$ cat src/rtl/ptl_pkg.sv
package ptl_pkg;
    localparam int DIGIT_W    = 4;
    localparam int NUM_DIGITS = 2;
    localparam int SEC_W      = 7;
    localparam int TC_W       = 10;

    typedef enum logic [1:0] {
        SEL_MAIN  = 2'b00,
        SEL_SIDE  = 2'b01,
        SEL_AMBER = 2'b10,
        SEL_NONE  = 2'b11
    } target_e;

    typedef struct packed {
        logic [TC_W-1:0] main_tc;
        logic [TC_W-1:0] side_tc;
        logic [TC_W-1:0] amber_tc;
    } phase_regs_t;
endpackage

$ cat src/rtl/btn_edge_sync.sv
module btn_edge_sync #(
    parameter int STAGES = 2
) (
    input  logic clk,
    input  logic rst_n,
    input  logic btn_in,
    output logic press_pulse
);
    typedef struct packed {
        logic [STAGES-1:0] chain;
        logic              last;
    } sync_t;

    sync_t st_d, st_q;

    always_comb begin
        st_d       = st_q;
        st_d.chain = {st_q.chain[STAGES-2:0], btn_in};
        st_d.last  = st_q.chain[STAGES-1];
    end

    always_ff @(posedge clk or negedge rst_n) begin
        if (!rst_n) st_q <= '0;
        else        st_q <= st_d;
    end

    assign press_pulse = st_q.chain[STAGES-1] & ~st_q.last;

    AST_SINGLE_PULSE: assert property (@(posedge clk) disable iff (!rst_n)
        press_pulse |=> !press_pulse);
endmodule

$ cat src/rtl/dial_decoder.sv
module dial_decoder
    import ptl_pkg::*;
#(
    parameter int W     = DIGIT_W,
    parameter int N     = NUM_DIGITS,
    parameter int SW    = SEC_W
) (
    input  logic [N-1:0][W-1:0] raw_n,
    output logic [SW-1:0]       seconds,
    output logic                entry_ok
);
    localparam int MAX_DIGIT = 9;

    logic [N-1:0][W-1:0] bcd;
    logic [N-1:0]        digit_ok;

    genvar g;
    generate
        for (g = 0; g < N; g++) begin : g_digit
            assign bcd[g]      = ~raw_n[g];
            assign digit_ok[g] = (bcd[g] <= W'(MAX_DIGIT));
        end
    endgenerate

    always_comb begin
        int acc;
        acc = 0;
        for (int i = N - 1; i >= 0; i--) begin
            acc = acc * 10 + int'(bcd[i]);
        end
        seconds  = SW'(acc);
        entry_ok = &digit_ok;
    end
endmodule

$ cat src/rtl/phase_timing_loader.sv
module phase_timing_loader
    import ptl_pkg::*;
#(
    parameter int TICKS_PER_S = 10,
    parameter int DEF_MAIN_S  = 15,
    parameter int DEF_SIDE_S  = 10,
    parameter int DEF_AMBER_S = 5,
    parameter int SYNC_STAGES = 2
) (
    input  logic              clk,
    input  logic              rst_n,
    input  logic [DIGIT_W-1:0] dial_tens_n,
    input  logic [DIGIT_W-1:0] dial_ones_n,
    input  logic [1:0]        target_sel,
    input  logic              load_btn,
    output logic [TC_W-1:0]   main_tc,
    output logic [TC_W-1:0]   side_tc,
    output logic [TC_W-1:0]   amber_tc
);
    localparam logic [TC_W-1:0] RST_MAIN  = TC_W'(DEF_MAIN_S * TICKS_PER_S - 1);
    localparam logic [TC_W-1:0] RST_SIDE  = TC_W'(DEF_SIDE_S * TICKS_PER_S - 1);
    localparam logic [TC_W-1:0] RST_AMBER = TC_W'(DEF_AMBER_S * TICKS_PER_S - 1);
    localparam int              MAX_TC    = 99 * TICKS_PER_S - 1;

    logic              press;
    logic [SEC_W-1:0]  secs;
    logic              ok;
    logic [SEC_W-1:0]  secs_eff;
    logic [TC_W-1:0]   new_tc;
    phase_regs_t       regs_d, regs_q;

    btn_edge_sync #(.STAGES(SYNC_STAGES)) u_sync (
        .clk        (clk),
        .rst_n      (rst_n),
        .btn_in     (load_btn),
        .press_pulse(press)
    );

    dial_decoder u_dec (
        .raw_n   ({dial_tens_n, dial_ones_n}),
        .seconds (secs),
        .entry_ok(ok)
    );

    always_comb begin
        secs_eff = (secs == '0) ? SEC_W'(1) : secs;
        new_tc   = TC_W'(int'(secs_eff) * TICKS_PER_S - 1);
        regs_d   = regs_q;
        if (press && ok) begin
            case (target_e'(target_sel))
                SEL_MAIN:  regs_d.main_tc  = new_tc;
                SEL_SIDE:  regs_d.side_tc  = new_tc;
                SEL_AMBER: regs_d.amber_tc = new_tc;
                default:   ;
            endcase
        end
    end

    always_ff @(posedge clk or negedge rst_n) begin
        if (!rst_n) begin
            regs_q.main_tc  <= RST_MAIN;
            regs_q.side_tc  <= RST_SIDE;
            regs_q.amber_tc <= RST_AMBER;
        end else begin
            regs_q <= regs_d;
        end
    end

    assign main_tc  = regs_q.main_tc;
    assign side_tc  = regs_q.side_tc;
    assign amber_tc = regs_q.amber_tc;

    AST_IDLE_HOLD: assert property (@(posedge clk) disable iff (!rst_n)
        !press |=> $stable(regs_q));
    AST_SEL_NONE_HOLD: assert property (@(posedge clk) disable iff (!rst_n)
        (press && target_sel == 2'b11) |=> $stable(regs_q));
    AST_BAD_DIGIT_HOLD: assert property (@(posedge clk) disable iff (!rst_n)
        (press && !ok) |=> $stable(regs_q));
    AST_MAIN_ONLY: assert property (@(posedge clk) disable iff (!rst_n)
        (press && target_sel == 2'b00) |=> ($stable(regs_q.side_tc) && $stable(regs_q.amber_tc)));
    AST_NO_ZERO_PHASE: assert property (@(posedge clk) disable iff (!rst_n)
        (main_tc >= TC_W'(TICKS_PER_S - 1)) && (side_tc >= TC_W'(TICKS_PER_S - 1))
        && (amber_tc >= TC_W'(TICKS_PER_S - 1)));
    AST_TC_RANGE: assert property (@(posedge clk) disable iff (!rst_n)
        (main_tc <= TC_W'(MAX_TC)) && (side_tc <= TC_W'(MAX_TC)) && (amber_tc <= TC_W'(MAX_TC)));
endmodule

$ cat config.mk
export PLATFORM = sky130hd
export DESIGN_NAME = phase_timing_loader
export DESIGN_NICKNAME = d
export VERILOG_FILES = /design/src/rtl/ptl_pkg.sv /design/src/rtl/btn_edge_sync.sv /design/src/rtl/dial_decoder.sv /design/src/rtl/phase_timing_loader.sv
export SDC_FILE = /design/constraint.sdc
export NUM_CORES = 1
export LEC_CHECK = 0
export ABC_AREA = 1
export ABC_CLOCK_PERIOD_IN_PS = 1600
export CORE_ASPECT_RATIO = 1.25
export CORE_MARGIN = 2
export CORE_UTILIZATION = 35
export DETAILED_ROUTE_END_ITERATION = 10
export GPL_TIMING_DRIVEN = 0
export HOLD_SLACK_MARGIN = 0.05
export REMOVE_ABC_BUFFERS = 1
export SLEW_MARGIN = 0
export SYNTH_ARGS = -nofsm -noshare
export SYNTH_HDL_FRONTEND = slang
export SYNTH_SLANG_ARGS = --single-unit
$ cat constraint.sdc
create_clock -name clk -period 1.6 [get_ports clk]
set_input_delay 0.16 -clock clk [delete_from_list [all_inputs] [get_ports clk]]
set_output_delay 0.16 -clock clk [all_outputs]
set_load 0.01 [all_outputs]
[Yosys cells after proc, flatten, opt, wreduce, memory -nomap -nowiden]
Index checks and enable logic that the tools add are counted.
Word-level totals
  register bits after elaboration: 33
  input port bits: 13
  output and inout bits: 30
  word-level logic and storage cells: 25
Operators by class
  add/subtract/negate cells: 2
  $mul: 2
  $lt $le $gt $ge: 2
  eq/ne operators: 2
  multiplexer cells: 1
  bitwise operators: 4
  reduce and logical (&&, ||, !) cells: 7
Operators by type and width (count)
  subtractor 10 x 1 -> 10 bit (second input constant): 1
  multiplier 7 x 3 -> 9 bit (second input constant): 1
  <= comparator 4 bit (second input constant): 2
  NOT 4 bit: 2
  AND reduction 2 bit: 4
  adder 7 x 5 -> 7 bit: 1
  logical NOT 7 bit: 1
  two-way mux 7 bit: 1
  multiplier 4 x 3 -> 6 bit (second input constant): 1
  equality test 2 x 1 -> 1 bit (second input constant): 1
  equality test 2 bit (second input constant): 1
  logical NOT 2 bit: 1
  bitwise AND 1 bit: 1
  logical AND 1 bit: 1
  NOT 1 bit: 1

[Logic depth before layout (Yosys ltp)]
Gate-level depths: netlist (run 1).
  word-level depth: 7
  mapped depth: 26
  gate-level depth less buffers: 26

[Hierarchy]
From an unflattened synthesis (run 1), not the netlist that was laid out.
Second synthesis, totals
  cell total of the unflattened synthesis: 254
  area, all modules: 1945.6 um2
Modules (own cells, without submodules)
  phase_timing_loader: times used 1, cells an instance 202, area each 1565.3 um2, sequential area each 685.7 um2
  dial_decoder: times used 1, cells an instance 47, area each 295.3 um2, sequential area each 0.0 um2
  btn_edge_sync: times used 1, cells an instance 5, area each 85.1 um2, sequential area each 75.1 um2

[Worst setup path after synthesis (run 1)]
Ideal clock, no wire load.
  path kind: input-to-reg
  start point: input dial_tens_n[1]
  end point: register side_tc[9] (netlist name)
  library setup time: 118 ps
  data arrival time: 3339 ps
  required time: 1482 ps
  setup slack: -1857 ps
  cell stages on the path: 23
  path buffers: 0
  path through: inv_1 > ha_1 > ha_1 > inv_1 > fa_1 > nor2_1 > nand2_1 > nand2_1 > nand2_1 > nor2_4 > nand2_2 > nand2_2 > ha_1 > ha_1 > inv_1 > fa_1 > xor2_1 > inv_1 > nor3_2 > nand3_1 > nand3b_4 > nand3_1 > nand2_1
Between the ends
  longest elaborated chain between the ends: 7
  elaborated cells on any way between the ends: 11
  those cells by class: add/sub: 2; mul: 2; order compare: 1; mux: 1; bitwise: 1; reduce/logical: 4
Ends and longest elaborated chain
  start, declared: RTL line phase_timing_loader.sv:12  | input logic [DIGIT_W-1:0] dial_tens_n,
  NOT 4 bit *: RTL line dial_decoder.sv:20  | assign bcd[g] = ~raw_n[g];
  multiplier 4 x 3 -> 6 bit: RTL line dial_decoder.sv:29  | acc = acc * 10 + int'(bcd[i]);
  adder 7 x 5 -> 7 bit: RTL line dial_decoder.sv:29
  logical NOT 7 bit: RTL line phase_timing_loader.sv:46  | secs_eff = (secs == '0) ? SEC_W'(1) : secs;
  two-way mux 7 bit: RTL line phase_timing_loader.sv:46
  multiplier 7 x 3 -> 9 bit: RTL line phase_timing_loader.sv:47  | new_tc = TC_W'(int'(secs_eff) * TICKS_PER_S - 1);
  subtractor 10 x 1 -> 10 bit: RTL line phase_timing_loader.sv:47
Every way passes the cells marked *; elsewhere a longest branch is shown, timed or not.
A chain may end at the register's enable or synchronous reset.

[Final worst setup path (run 1)]
  start point: input dial_tens_n[1]
  end point: register side_tc[9] (netlist name)
Between the ends
  longest elaborated chain between the ends: 7
  elaborated cells on any way between the ends: 11
  those cells by class: add/sub: 2; mul: 2; order compare: 1; mux: 1; bitwise: 1; reduce/logical: 4
Ends and longest elaborated chain (RTL line)
  NOT 4 bit *: dial_decoder.sv:20
  multiplier 4 x 3 -> 6 bit: dial_decoder.sv:29
  adder 7 x 5 -> 7 bit: dial_decoder.sv:29
  logical NOT 7 bit: phase_timing_loader.sv:46
  two-way mux 7 bit: phase_timing_loader.sv:46
  multiplier 7 x 3 -> 9 bit: phase_timing_loader.sv:47
  subtractor 10 x 1 -> 10 bit: phase_timing_loader.sv:47
Marks and branches as above.

==> results of run 1 <==
==> area by class of cell <==
type                    count  area [µm²]
inverters                  36       145.1
repair buffers             62       578.1
well taps                  64       80.08
clock buffers               8       90.09
fillers                   510        2449
flip-flops and latches     30       760.7
multi-input cells         168        1303
==> metrics by stage <==
stage | cells | setup TNS, ns | area, µm²
2_1_floorplan | 234 | -34.14 | 1907
3_3_place_gp | 337 | -61.52 | 2377
3_5_place_dp | 337 | -62.53 | 2377
4_1_cts | 363 | -27.99 | 2779
5_1_grt | 368 | -31.18 | 2957
6_report | 368 | -28.03 | 2957
==> cell families (layout without fill, tap and decap cells) <==
group                    Yosys count  in the layout  synth area share (%)
flip-flops                        30             30                 39.23
AND/OR/NAND/NOR                  118            118                 28.19
XOR/XNOR                           6              6                 2.710
buffers and inverters             43            106                 9.032
AO/OA/AOI/OAI                     21             21                 6.581
other                              1              3                0.1934
adder cells (fa/ha/maj)           20             20                 14.06
==> cell usage after synthesis (all sizes together) <==
master | n | share of area (%)
o21ai | 11 | 3.0
inv | 36 | 7.0
dfrtp | 22 | 28
and2 | 1 | 0.32
fa | 3 | 3.1
nor3 | 3 | 2.2
buf | 5 | 1.7
xor2 | 2 | 0.90
xnor2 | 4 | 1.8
clkbuf | 2 | 0.39
or2 | 1 | 0.32
nor2 | 10 | 2.3
a21oi | 7 | 2.6
nand2 | 82 | 17
a31oi | 3 | 0.97
nand3b | 1 | 1.0
ha | 17 | 11
nand3 | 17 | 4.4
conb | 1 | 0.19
dfstp | 8 | 11
nand4 | 3 | 0.97
==> final timing paths <==
check                                      endpoint  slack, ns  cells past startpoint
min in group asynchronous    side_tc[4]$_DFFE_PN0P_       0.44                      2
hold reg to reg            u_sync.st_d[0]$_DFF_PN0_       0.35                      0
hold / removal             u_sync.st_d[2]$_DFF_PN0_       0.31                      1
max in group asynchronous   amber_tc[8]$_DFFE_PN0P_       0.74                      2
setup / recovery             side_tc[9]$_DFFE_PN0P_      -1.60                     23
setup reg to reg             side_tc[3]$_DFFE_PN0P_      -0.20                      5
==> what timing repair did <==
| item | CTS | global route |
|---|---|---|
| resized for setup | 66 | 40 |
| endpoints found under the setup margin | 27 | 27 |
| endpoints found under the hold margin | 0 | 22 |
| setup buffers | 19 | 5 |
| pin swaps | 35 | 29 |
| hold buffers | 0 | 1 |
==> flip-flops by register name, summed over array words and instances, names as in the netlist <==
name         cells
u_sync.st_q      1
side_tc          9
amber_tc         9
u_sync.st_d      2
main_tc          9
==> per-layer routing <==
layer	wire (µm)	up-vias	global-route usage (%)
li1	-	873	-
met5	0	-	0
met3	177	7	2.546
met4	99	0	6.175
met2	2703	38	29.59
met1	2026	839	19.18
==> report_power, final <==
| part | internal [mW] | switching, mW | leakage, nW |
|---|---|---|---|
| logic | 1.28 | 1.26 | 0.985 |
| registers | 1.09 | 0.164 | 0.357 |
| clock network | 0.350 | 0.267 | 0.0455 |
==> results.yml, run 1 <==
route:
  drt_iter0_drc: 31
  via_per_inst: 4.774
  routed_wl_um: 5007
  drcViolationCount: 0
  num_vias: 1757
  dr.pass1.iters: 4
  detail_route.wl_per_cell_um: 13.61
  ant_nets: 0
global_routing:
  antenna_found_initial: 0
  grt_pass1_vias: 1686
  grt_pass1_wl_um: 7748
  grt_max_degree: 31
  grt_overflow_total: 0
  grtUsageTotal_pct: 16.24
power:
  powerDensity_nw_per_um2: 1492
  total_power_mw: 4.411
  power_leakage_nw: 1.388
  vdd_drop_max_mv: 0.7726
synth:
  synth_area_um2: 1939
  synth-seq-cells: 30
  ys_warn_count: 0
  synth_cells: 239
  syn_avg_cell_area_um2: 8.114
  yosys.cell_types.count: 30
  ys_seq_area_share_pct: 39.23
placement:
  dp_hpwl_um: 3313
  place_ws_ns: -2.861
  port_buffers: 39
  gp_congestion: 0.8410
floorplan:
  io_pins: 43
  rows: 30
  die_area_um2: 6156
  die_y_um: 87.23
  coreArea_um2: 5405
  fp.dieW_um: 70.58
  start_util_pct: 35.88
critical_path:
  worstPathCellList: "buf_8 -> inv_6 -> ha_4 -> ha_4 -> inv_2 -> fa_1 -> nor2_2 -> nand2_1 -> nand2_2 -> nand2_2 -> nor2_4 -> nand2_2 -> nand2_4 -> ha_4 -> ha_4 -> inv_2 -> fa_2 -> nand2_4 -> nor3_4 -> nand3_2 -> nand3b_4 -> nand3_2 -> nand2_1"
  worst-path-buf-inv: 4
  setup.worst_path.start_class: "primary input"
  crit_path_max_fanout: 3
  critPathKind: "in2reg"
  crit_family: "adder cells"
  r2r_start: "u_sync.st_q[0]$_DFF_PN0_"
  end_kind: "flip-flop"
  required_ns: 1.78
  cp_slowest_cell: "fa_2"
  worst_path_largest_cell_delay_ns: 0.57
  worstSetupStartpoint: "dial_tens_n[1]"
  cp.arrival_ns: 3.38
  crit_top_cell: "ha_4"
clock_network:
  cts-root-buf: "clkbuf_8"
  clk_latency_ns: 0.28
  tritoncts: "built"
  clk_pin_slew_ns: 0.06
  cts_made_buffers: 5
  clockBufferDepth: 2
  cts_sinks: 30
  htreeDepth: 2
cells_and_area:
  layout_commonest_cell: "nand2_1"
  n_antenna_cell: 0
  layout-drive-gt1-share_pct: 37.50
  layout_common_cells: "nand2_1 (68), clkdlybuf4s50_1 (33), inv_1 (22), dfrtp_1 (22), buf_4 (17)"
  utilization_pct: 54.70
  finalNetCount: 336
  area_growth_pct: 52.45
sta:
  rsz0062_at_grt: "true"
  setup_viol: 27
  max_slew_margin_pct: 56.77
  tightest_slew_ns: 0.6484
  period_share_pct: 200.2
  max_freq_ghz: 0.3123
  finalClockSkew_ns: 0.005077
  setup_slack_ns: -1.602
  maxSlewViolCount: 0
  hold_violations: 0
  holdWs_ns: 0.3149
  fin_crit_ns: 3.202
min_path:
  hold_class: "in2reg"
  hold_start: "load_btn"
outcome:
  violations: "setup timing"
  status: "complete, but fails checks"
flow_run:
  maxCapViolCount: 0
Power figures use the tool's default switching activity.
==> run 2, diff against run 1 <==
--- a/config.mk
+++ b/config.mk
@@ -13,6 +13,7 @@
 export DETAILED_ROUTE_END_ITERATION = 10
 export GPL_TIMING_DRIVEN = 0
 export HOLD_SLACK_MARGIN = 0.05
+export PLACE_DENSITY = 0.61
 export REMOVE_ABC_BUFFERS = 1
 export SLEW_MARGIN = 0
 export SYNTH_ARGS = -nofsm -noshare
==> constraint.sdc (replaced) <==
create_clock -name clk -period 1.6 [get_ports clk]
set_input_delay 0.16 -clock clk [delete_from_list [all_inputs] [get_ports clk]]
set_output_delay 0.16 -clock clk [all_outputs]
set_load 0.1 [all_outputs]
==> results.yml, run 2 (synthesis gave the netlist of run 1 again) <==
flow_run:
  maxCapViolCount: 0
floorplan:
  start_util_pct: 35.88
  coreArea_um2: 5405
  die_area_um2: 6156
  io_pins: 43
  fp.dieW_um: 70.58
  die_y_um: 87.23
  rows: 30
global_routing:
  grt_overflow_total: 0
  grtUsageTotal_pct: 16.47
  grt_pass1_vias: 1684
  antenna_found_initial: 0
  grt_pass1_wl_um: 7852
  grt_max_degree: 31
min_path:
  hold_class: "in2reg"
  whs_path_depth: 1
  min_delay_worst_endpoint: "u_sync.st_d[2]$_DFF_PN0_"
  hold_start: "load_btn"
sta:
  setup_slack_ns: -1.636
  hold_violations: 0
  rsz0062_at_grt: "true"
  period_share_pct: 202.2
  max_freq_ghz: 0.3091
  setup_viol: 27
  max_slew_margin_pct: 54.71
  holdWs_ns: 0.3103
  finalClockSkew_ns: 0.004655
  fin_crit_ns: 3.236
  tightest_slew_ns: 0.6794
  maxSlewViolCount: 0
route:
  wl_met1_um: 2175
  dr.pass1.iters: 5
  num_vias: 1806
  drcViolationCount: 0
  detail_route.wl_per_cell_um: 13.62
  via_per_inst: 4.790
  drt_iter0_drc: 40
  wl_met3_um: 140
  routed_wl_um: 5133
  routed.top_layer: "met4"
  routed-wl-met2_um: 2711
  ant_nets: 0
cells_and_area:
  finalNetCount: 345
  layout_commonest_cell: "nand2_1"
  seq_area_um2: 760.7
  n_antenna_cell: 0
  largestRegisters: "amber_tc: 9 flops, main_tc: 9 flops, side_tc: 9 flops"
  layout-drive-gt1-share_pct: 47.60
  multi_input_area_um2: 1301
  area_growth_pct: 59.87
  utilization_pct: 57.36
  num-fill-cells: 468
  layout_common_cells: "nand2_1 (68), clkdlybuf4s15_2 (27), inv_1 (25), dfrtp_1 (22), buf_4 (21)"
power:
  powerDensity_nw_per_um2: 2074
  power_leakage_nw: 1.482
  total_power_mw: 6.432
  vdd_drop_max_mv: 1.800
clock_network:
  cts-root-buf: "clkbuf_8"
  htreeDepth: 2
  tritoncts: "built"
  cts_sinks: 30
  clockBufferDepth: 2
  cts_made_buffers: 5
  clk_latency_ns: 0.28
  clk_pin_slew_ns: 0.06
critical_path:
  cp.arrival_ns: 3.45
  required_ns: 1.81
  r2r_cells: 5
  setup.worst_path.start_class: "primary input"
  r2r_start: "u_sync.st_q[0]$_DFF_PN0_"
  r2r_slack_ns: -0.18
  critPathKind: "in2reg"
  timing.rr.end: "side_tc[3]$_DFFE_PN0P_"
  crit_path_max_fanout: 3
  end_kind: "flip-flop"
outcome:
  status: "complete, but fails checks"
  violations: "setup timing"
placement:
  gp_congestion: 0.8205
  port_buffers: 39
  dp_hpwl_um: 3288
## run 2: changes by cell type in the layout (fill, tap and decap cells not counted), sizes merged
cell           before  now
clkdlybuf4s15       0   27
clkdlybuf4s50      33    5
dlymetal6s2s        0    1
buf                27   36
## run 2: final cells by class
class | instances | area share, %
clock buffer | 8 | 3.551
multi-input combinational | 168 | 41.97
timing repair buffer | 71 | 22.60
sequential | 30 | 24.54
tap | 64 | 2.583
inverter | 36 | 4.762
## run 2: worst max path at each step
stage / start / end / slack [ns] / cells past startpoint
5_1_grt: dial_tens_n[1] / main_tc[7]$_DFFE_PN1P_ / -1.75 / 23
6_report: dial_tens_n[1] / main_tc[7]$_DFFE_PN1P_ / -1.64 / 23
3_5_place_dp: dial_tens_n[1] / amber_tc[9]$_DFFE_PN0P_ / -2.86 / 24
4_1_cts: dial_tens_n[1] / side_tc[9]$_DFFE_PN0P_ / -1.64 / 24
2_1_floorplan: dial_tens_n[1] / side_tc[9]$_DFFE_PN0P_ / -1.86 / 23
3_3_place_gp: dial_tens_n[1] / side_tc[9]$_DFFE_PN0P_ / -2.84 / 24
## run 2: repair_timing
item                       CTS  global route
hold buffers                 0             1
setup endpoints to repair   54            27
hold endpoints to repair     0            22
pin swaps                   37            24
resized for setup          160            30
setup buffers               20            13
## run 2: worst max-delay path, stage by stage
cell and delay, ns:
buf_8 0.08, inv_6 0.03, ha_4 0.26, ha_4 0.12, inv_2 0.03, fa_1 0.48
nor2_2 0.15, nand2_1 0.07, nand2_2 0.08, nand2_2 0.07, nor2_4 0.10, nand2_2 0.09
nand2_4 0.08, ha_4 0.14, ha_4 0.12, inv_2 0.03, fa_2 0.57, nand2_4 0.08
nor3_4 0.21, buf_4 0.16, xnor2_2 0.11, inv_2 0.07, o21ai_2 0.13
## run 2: per-layer routing
| metal | vias to the layer above | track usage (%) |
|---|---|---|
| met1 | 873 | 19.87 |
| met3 | 9 | 2.662 |
| met2 | 33 | 29.25 |
| met5 | - | 0 |
| li1 | 891 | - |
| met4 | 0 | 6.690 |
## run 2: per-stage QoR
step	cells	TNS, ns	worst slack, ns	cell area (µm²)
floorplan	234	-34.17	-1.860	1907
global placement	337	-64.29	-2.841	2377
detailed placement	337	-65.11	-2.861	2377
CTS	365	-29.79	-1.640	2904
global route	377	-35.29	-1.750	3100
finish	377	-32.56	-1.636	3100
## run 2: report_power, final
| part | total [mW] | switching (mW) | internal (mW) | leakage (nW) |
|---|---|---|---|---|
| combinational | 4.47 | 3.22 | 1.24 | 1.07 |
| clock | 0.712 | 0.278 | 0.434 | 0.0575 |
| sequential | 1.25 | 0.162 | 1.09 | 0.357 |
| total | 6.43 | 3.66 | 2.77 | 1.48 |
